File: src/rtl/mont_pe_pkg.sv
package mont_pe_pkg;
  localparam int unsigned CARRY_W = 2;
  typedef logic [CARRY_W-1:0] carry_t;
endpackage

File: src/rtl/mont_word_add.sv
module mont_word_add
  import mont_pe_pkg::*;
#(
  parameter int unsigned W = 16
) (
  input  logic [W-1:0]         old_i,
  input  logic                 x_i,
  input  logic                 q_i,
  input  logic [W-1:0]         y_i,
  input  logic [W-1:0]         m_i,
  input  carry_t               carry_i,
  output logic [W+CARRY_W-1:0] sum_o
);
  localparam int unsigned SW = W + CARRY_W;

  logic [SW-1:0] y_term, m_term;

  always_comb begin
    y_term = x_i ? {{CARRY_W{1'b0}}, y_i} : '0;
    m_term = q_i ? {{CARRY_W{1'b0}}, m_i} : '0;
    sum_o  = {{CARRY_W{1'b0}}, old_i} + y_term + m_term + {{W{1'b0}}, carry_i};
  end
endmodule

File: src/rtl/mont_word_sel.sv
module mont_word_sel
  import mont_pe_pkg::*;
#(
  parameter int unsigned W = 16
) (
  input  logic [W:0]   hi0_i,   // sum[W+1:1], branch msb = 0
  input  logic [W:0]   hi1_i,   // sum[W+1:1], branch msb = 1
  input  logic         sel_i,
  output logic [W-2:0] low_o,
  output carry_t       carry_o
);
  always_comb begin
    low_o   = sel_i ? hi1_i[W-2:0] : hi0_i[W-2:0];
    carry_o = sel_i ? hi1_i[W:W-1] : hi0_i[W:W-1];
  end
endmodule

File: src/rtl/mont_word_pe.sv
module mont_word_pe
  import mont_pe_pkg::*;
#(
  parameter int unsigned W        = 16,
  parameter bit          TOP_WORD = 1'b0
) (
  input  logic         clk_i,
  input  logic         rst_ni,
  input  logic         start_i,
  input  logic         en_i,
  input  logic         x_i,
  input  logic         q_i,
  input  logic [W-1:0] y_i,
  input  logic [W-1:0] m_i,
  input  carry_t       carry_i,
  input  logic         nb_i,
  output logic [W-1:0] word_o,
  output carry_t       carry_o,
  output logic         lsb_o
);
  localparam int unsigned SW = W + CARRY_W;
  localparam int unsigned LW = W - 1;

  if (TOP_WORD) begin : g_top
    logic [W-1:0]  word_q;
    logic [SW-1:0] sum;
    logic          unused_top;

    mont_word_add #(.W(W)) u_add (
      .old_i(word_q), .x_i(x_i), .q_i(q_i), .y_i(y_i), .m_i(m_i),
      .carry_i(carry_i), .sum_o(sum)
    );

    // result is bounded below 2^W once shifted; top sum bit stays clear
    assign unused_top = nb_i ^ sum[SW-1];

    always_ff @(posedge clk_i or negedge rst_ni) begin
      if (!rst_ni)      word_q <= '0;
      else if (start_i) word_q <= '0;
      else if (en_i)    word_q <= sum[W:1];
    end

    assign word_o  = word_q;
    assign carry_o = '0;
    assign lsb_o   = sum[0];
  end else begin : g_mid
    logic [LW-1:0] low_q, low_d;
    logic          msb_q, en_q, msb_eff;
    carry_t        carry_q, carry_d;
    logic [SW-1:0] sum0, sum1;
    logic          unused_b1;

    // msb of previous round resolves this cycle when the previous cycle was active
    assign msb_eff = en_q ? nb_i : msb_q;

    mont_word_add #(.W(W)) u_add0 (
      .old_i({1'b0, low_q}), .x_i(x_i), .q_i(q_i), .y_i(y_i), .m_i(m_i),
      .carry_i(carry_i), .sum_o(sum0)
    );
    mont_word_add #(.W(W)) u_add1 (
      .old_i({1'b1, low_q}), .x_i(x_i), .q_i(q_i), .y_i(y_i), .m_i(m_i),
      .carry_i(carry_i), .sum_o(sum1)
    );
    mont_word_sel #(.W(W)) u_sel (
      .hi0_i(sum0[SW-1:1]), .hi1_i(sum1[SW-1:1]), .sel_i(msb_eff),
      .low_o(low_d), .carry_o(carry_d)
    );

    assign unused_b1 = sum1[0];

    always_ff @(posedge clk_i or negedge rst_ni) begin
      if (!rst_ni) begin
        low_q   <= '0;
        msb_q   <= 1'b0;
        carry_q <= '0;
        en_q    <= 1'b0;
      end else if (start_i) begin
        low_q   <= '0;
        msb_q   <= 1'b0;
        carry_q <= '0;
        en_q    <= 1'b0;
      end else begin
        en_q <= en_i;
        if (en_i) begin
          low_q   <= low_d;
          carry_q <= carry_d;
        end
        if (en_q) msb_q <= nb_i;
      end
    end

    assign word_o  = {msb_q, low_q};
    assign carry_o = carry_q;
    assign lsb_o   = sum0[0];
  end
endmodule

File: config.mk
export PLATFORM = sky130hd
export DESIGN_NAME = mont_word_pe
export DESIGN_NICKNAME = d
export VERILOG_FILES = /design/src/rtl/mont_pe_pkg.sv /design/src/rtl/mont_word_add.sv /design/src/rtl/mont_word_sel.sv /design/src/rtl/mont_word_pe.sv
export SDC_FILE = /design/constraint.sdc
export NUM_CORES = 1
export LEC_CHECK = 0
export CAP_MARGIN = 30
export CORE_MARGIN = 3
export CORE_UTILIZATION = 47
export CTS_BUF_LIST = sky130_fd_sc_hd__clkbuf_16
export CTS_CLUSTER_DIAMETER = 200
export CTS_CLUSTER_SIZE = 14
export DETAILED_ROUTE_END_ITERATION = 8
export PLACE_DENSITY = 0.66
export SLEW_MARGIN = 25
export SYNTH_ARGS = -nofsm -noshare
export SYNTH_HDL_FRONTEND = slang
export SYNTH_HIERARCHICAL = 1
export SYNTH_SLANG_ARGS = --single-unit
File: constraint.sdc
create_clock -name clk_i -period 4.5 [get_ports clk_i]
set_clock_uncertainty 0.2 [all_clocks]
set_input_delay 1.125 -clock clk_i [delete_from_list [all_inputs] [get_ports clk_i]]
set_output_delay 1.125 -clock clk_i [all_outputs]
set_load 0.02 [all_outputs]
; Word level (Yosys, flattened, before mapping)
; Index checks and enable logic that the tools add are counted.
[totals]
ff_bits = 19
input_bits = 41
wordCells = 22
[classes]
n_addsub = 6
mux = 11
reduce_logical = 1
[op_table]
columns = operator, count
row1 = 2-to-1 mux 15 bit, 3
row2 = adder 18 bit, 2
row3 = adder 18 x 2 -> 18 bit, 2
row4 = 2-to-1 mux 16 bit, 2
row5 = adder 15 x 18 -> 18 bit, 1
row6 = adder 16 x 18 -> 18 bit, 1
row7 = 2-to-1 mux 2 bit, 3
row8 = 2-to-1 mux 1 bit, 3
row9 = nonzero test 2 bit, 1

; Logic depth before layout (Yosys ltp)
[logic_depth]
word_depth = 7
depth_mapped = 15
depth_no_buf = 14

; Cells and area by module
; Netlist, hierarchy kept.
[modules_own_cells]
columns = module, n_inst, cells_each, area_each_um2, seq_area_each_um2
row1 = mont_word_add at g_mid.u_add0, 1, 210, 1632.8, 0.0
row2 = mont_word_add at g_mid.u_add1, 1, 202, 1540.2, 0.0
row3 = mont_word_pe, 1, 63, 789.5, 475.5
row4 = mont_word_sel, 1, 19, 260.2, 0.0

; Worst setup path after synthesis
; Ideal clock, no wire load.
[synth_path]
kind = input to register
start = input port x_i
end = register g_mid.low_q[12]
setup_ns = 0.121
arrival_time_ns = 4.317
slack_ns = -0.138
path_stages = 15
path_buffers = 1
path_cell_list = clkbuf_1 -> nand2_1 -> fa_1 -> inv_1 -> fa_1 -> ha_1 -> fa_1 -> a21o_1 -> a41oi_1 -> and2_4 -> o21ai_2 -> xnor2_1 -> mux2_4 -> mux2i_1 -> nor2_1
[synth_via]
elab_chain_cells = 7
elab_cells_between_ends = 10
[synth_rtl]
columns = item, line_no
row1 = from (decl), mont_word_pe.sv:11  ; input logic x_i,
row2 = 2-to-1 mux 16 bit, mont_word_add.sv:19  ; y_term = x_i ? {{CARRY_W{1'b0}}, y_i} : '0;
row3 = adder 15 x 18 -> 18 bit, mont_word_add.sv:21  ; sum_o = {{CARRY_W{1'b0}}, old_i} + y_term + m_term + {{W{1'b0}}, carry_i};
row4 = adder 18 bit, mont_word_add.sv:21
row5 = adder 18 x 2 -> 18 bit, mont_word_add.sv:21
row6 = net g_mid.sum0[13], mont_word_pe.sv:50  ; logic [SW-1:0] sum0, sum1;
row7 = 2-to-1 mux 15 bit, mont_word_sel.sv:13  ; low_o = sel_i ? hi1_i[W-2:0] : hi0_i[W-2:0];
row8 = net g_mid.low_d[12], mont_word_pe.sv:47  ; logic [LW-1:0] low_q, low_d;
row9 = 2-to-1 mux 15 bit, mont_word_pe.sv:84  ; if (en_i) begin
row10 = 2-to-1 mux 15 bit, mont_word_pe.sv:77  ; end else if (start_i) begin
row11 = to (signal assigned), mont_word_pe.sv:85  ; low_q <= low_d;
row12 = to (decl), mont_word_pe.sv:47
; The timed path passes the listed nets, and every way through them passes these cells. The select of a mux whose other input is x is not followed.
; A chain may end at the register's enable or synchronous reset.

; Worst setup path in the final report
[layout_path]
start = input port x_i
end = register g_mid.carry_q[1] (netlist: carry_o[1])
[layout_via]
elab_chain_cells = 7
elab_cells_between_ends = 10
[layout_rtl]
columns = item, line_no
row1 = 2-to-1 mux 16 bit, mont_word_add.sv:19
row2 = adder 15 x 18 -> 18 bit, mont_word_add.sv:21
row3 = adder 18 bit, mont_word_add.sv:21
row4 = adder 18 x 2 -> 18 bit, mont_word_add.sv:21
row5 = net g_mid.sum0[17], mont_word_pe.sv:50
row6 = 2-to-1 mux 2 bit, mont_word_sel.sv:14  ; carry_o = sel_i ? hi1_i[W:W-1] : hi0_i[W:W-1];
row7 = net g_mid.carry_d[1], mont_word_pe.sv:49  ; carry_t carry_q, carry_d;
row8 = 2-to-1 mux 2 bit, mont_word_pe.sv:84
row9 = 2-to-1 mux 2 bit, mont_word_pe.sv:77
row10 = to (signal assigned), mont_word_pe.sv:86  ; carry_q <= carry_d;
row11 = to (decl), mont_word_pe.sv:49
; The timed path passes the listed nets, and every way through them passes these cells. The select of a mux whose other input is x is not followed.

==> results by group <==
Outcome
  • Run status: finished clean

Timing
  • Total negative slack: 0 ns
  • Tmin final: 4.37 ns
  • Worst Tran Pin Value: between 0.9 and 1 ns
  • Final Max Slew Viols: 0
  • Count of final hold-check violations: 0
  • RSZ-0062 raised after global routing: true
  • Max Freq: around 0.23 GHz
  • Tcrit/Tclk final: 0.972
  • Min Hold Slack: 0.325 ns
  • Final setup fails: 0
  • Slew margin rel.: 0.364

Place
  • Final Wtd Congestion: 0.962
  • Port buffer count: 59
  • HPWL Detailed: 9410 um
  • Cell Area, Placed: 0.00528 mm2

Die
  • Initial core utilization: 0.499
  • Die Y: about 100 um
  • Core ar.: 0.00846 mm2
  • DIE AREA: around 0.01 mm2
  • Die Width: 101 um
  • Site Rows: 33
  • Top Ports: 60

Layout
  • Area grow syn2layout: 33.7%
  • Final #Nets: between 700 and 800
  • Most common cell after layout, fill and taps aside: inv_1
  • Layout cells sized above 1: 0.219
  • Final Cell Area: between 0.005 and 0.006 mm2
  • Most frequent cells in the layout: inv_1 (90), nand2_1 (67), buf_4 (59)
  • Fill count: 687
  • Ant. Diodes: 0
  • Fin util: 0.667

CTS
  • Skew-Pair Late Insertion Delay: 0.27 ns
  • TritonCTS sink count: 19
  • Num CTS Buffers: 3
  • Clk Tree Root Cell: clkbuf_16
  • Clock buffer depth: 2
  • Hold bufs inserted after CTS: 0
  • CTS tree: done
  • CTS H-tree lvls: 1
  • Clock transition at path regs: roughly 0.060 ns

Yosys
  • Synth Register Bits: 19
  • Mapped Nets: 633
  • Syn Area/Cell: 8.55 um2
  • Post-synthesis async set-or-reset flop share: 1.00
  • Seq/Total Area, Yosys: 0.113
  • Predominant post-synthesis flop cell: dfrtp_1
  • Synthesized area: 0.00422 mm2
  • Number of synthesized flops with an enable pin: 0
  • Yosys cell types: 52
  • Mapped Cells: 494
  • Synth warnings: 6

Worst setup path
  • Critical path origin: x_i
  • R2R depth: 14
  • Arr. time, crit path: 4.28 ns
  • Setup slack, reg-to-reg: roughly 0.7 ns
  • Crit path max fanout: 4
  • Reg-to-reg startpoint: g_mid.low_q[1]
  • Kind of critical path: input pin to flip-flop
  • Critical path required time: 4.41 ns
  • Startpoint type of the worst setup path: input pin
  • CP Capture Type: flip-flop
  • CP Capture Point: carry_o[1]
  • Worst reg2reg path endpoint: carry_o[1]

Global route
  • Grt ovf: 0
  • Vias in the first global route: 3745
  • Largest net degree at the start of global routing: 21
  • Gr usage total: 0.237
  • Antenna violations before repair: 0
  • Global-route wire length before repair: around 19000 um

Route
  • DRT antenna net count: 0
  • WL per Instance: 16.8 um
  • Residual DRC: 0
  • Via density per instance: 5.24
  • First-pass DRT Iterations: 5
  • Initial DRC Count: around 280
  • Routed vias: roughly 3700
  • Routed wire length: 12000 um

Pwr
  • Power per cell area: 536 mW/mm2
  • VDD IR max: 0.352 mV
  • Leak Pwr: 0.00295 uW

Flow run
  • Max Cap Viol: 0

Worst hold path
  • Tightest Hold Check Type: flip-flop to flip-flop
-- through the flow --
stage / setup slack [ns] / power, uW / instances
2_1_floorplan: 0.00976 / 1710 / 494
5_1_grt: -0.0385 / 3280 / 711
3_3_place_gp: -0.738 / 2510 / 704
3_5_place_dp: -0.850 / 2540 / 704
6_report: 0.126 / 3030 / 711
4_1_cts: 0.00125 / 2790 / 710
-- synthesized netlist by cell type, types with 3 or more instances --
| master | instances | area, um2 |
|---|---|---|
| and3_1 | 4 | 25.0 |
| xnor2_1 | 17 | 149 |
| nor3_1 | 5 | 25.0 |
| xor2_1 | 12 | 105 |
| dfrtp_1 | 19 | 475 |
| nand2_1 | 68 | 255 |
| ha_1 | 62 | 776 |
| buf_2 | 3 | 15.0 |
| o21ai_1 | 5 | 25.0 |
| nor2_1 | 23 | 86.3 |
| nand3_1 | 3 | 15.0 |
| nand4_1 | 3 | 18.8 |
| mux2_4 | 10 | 150 |
| a21oi_1 | 22 | 110 |
| a21o_1 | 9 | 67.6 |
| a31oi_1 | 3 | 18.8 |
| o211ai_1 | 4 | 30.0 |
| mux2_2 | 8 | 90.1 |
| mux2i_1 | 18 | 180 |
| fa_1 | 36 | 721 |
| a21oi_2 | 3 | 26.3 |
| clkbuf_1 | 4 | 15.0 |
| inv_1 | 91 | 342 |
| and2_1 | 10 | 62.6 |
| a211oi_1 | 3 | 22.5 |
| nor2b_1 | 4 | 25.0 |
| o21ai_0 | 10 | 50.1 |
-- power by group --
group	internal (uW)	switching, uW	leakage (uW)
clock	119	84.4	0.0000423
sequential	220	66.4	0.000254
combinational	1280	1260	0.00266
-- timing repair --
| item | in CTS | in global routing |
|---|---|---|
| gates resized for setup | 20 | 50 |
| setup buffers | 2 | 1 |
| pin swaps | 14 | 26 |
| endpoints found under the hold margin | 0 | 0 |
| setup endpoints to repair | 14 | 10 |
-- critical path, cell delays in order --
cell and delay, ns:
buf_8 0.09, buf_6 0.09, nand2_1 0.05, fa_1 0.47
inv_1 0.05, fa_1 0.48, ha_4 0.19, fa_2 0.40
a21o_1 0.23, a41oi_2 0.20, and2_4 0.20, o22a_1 0.15
a21oi_1 0.09, mux2_2 0.27, mux2i_1 0.13, nor2_1 0.05
-- final cells by class --
| class | count | area (um2) | area share |
|---|---|---|---|
| multi-input combinational | 372 | 3570 | 0.633 |
| sequential | 19 | 475 | 0.0842 |
| tap | 105 | 131 | 0.0233 |
| inverter | 91 | 342 | 0.0605 |
| timing repair buffer | 120 | 1050 | 0.185 |
| clock inverter | 1 | 3.75 | 0.000665 |
| clock buffer | 3 | 75.1 | 0.0133 |
-- registers in the layout, indices dropped and copies added (netlist names) --
register / count
g_mid.msb_q: 1
carry_o: 2
g_mid.en_q: 1
g_mid.low_q: 15
-- worst min-delay path by stage --
stage / from / endpoint / slack (ns) / cells past startpoint
2_1_floorplan: g_mid.en_q / g_mid.msb_q / 0.42 / 2
3_3_place_gp: carry_o[0] / carry_o[0] / 0.31 / 2
3_5_place_dp: carry_o[0] / carry_o[0] / 0.32 / 2
4_1_cts: carry_o[0] / carry_o[0] / 0.33 / 2
5_1_grt: carry_o[1] / carry_o[1] / 0.39 / 2
6_report: carry_o[0] / carry_o[0] / 0.32 / 2
-- kinds of logic after synthesis --
family	Yosys count	synth area share
adder cells (fa/ha/maj)	98	0.354
flip-flops	19	0.113
XOR/XNOR	29	0.0601
AND/OR/NAND/NOR	129	0.137
AO/OA/AOI/OAI	78	0.129
buffers and inverters	103	0.105
other	2	0.00178
multiplexers	36	0.0996
-- routing by layer --
layer / global-route usage / vias up / routed length [um]
met2: 0.371 / 98 / 5540
met5: 0 / - / 0
met4: 0.0487 / 0 / 157
li1: - / 1841 / -
met3: 0.0125 / 14 / 497
met1: 0.361 / 1776 / 5760
Note: power is estimated with default switching activity, not from simulation.
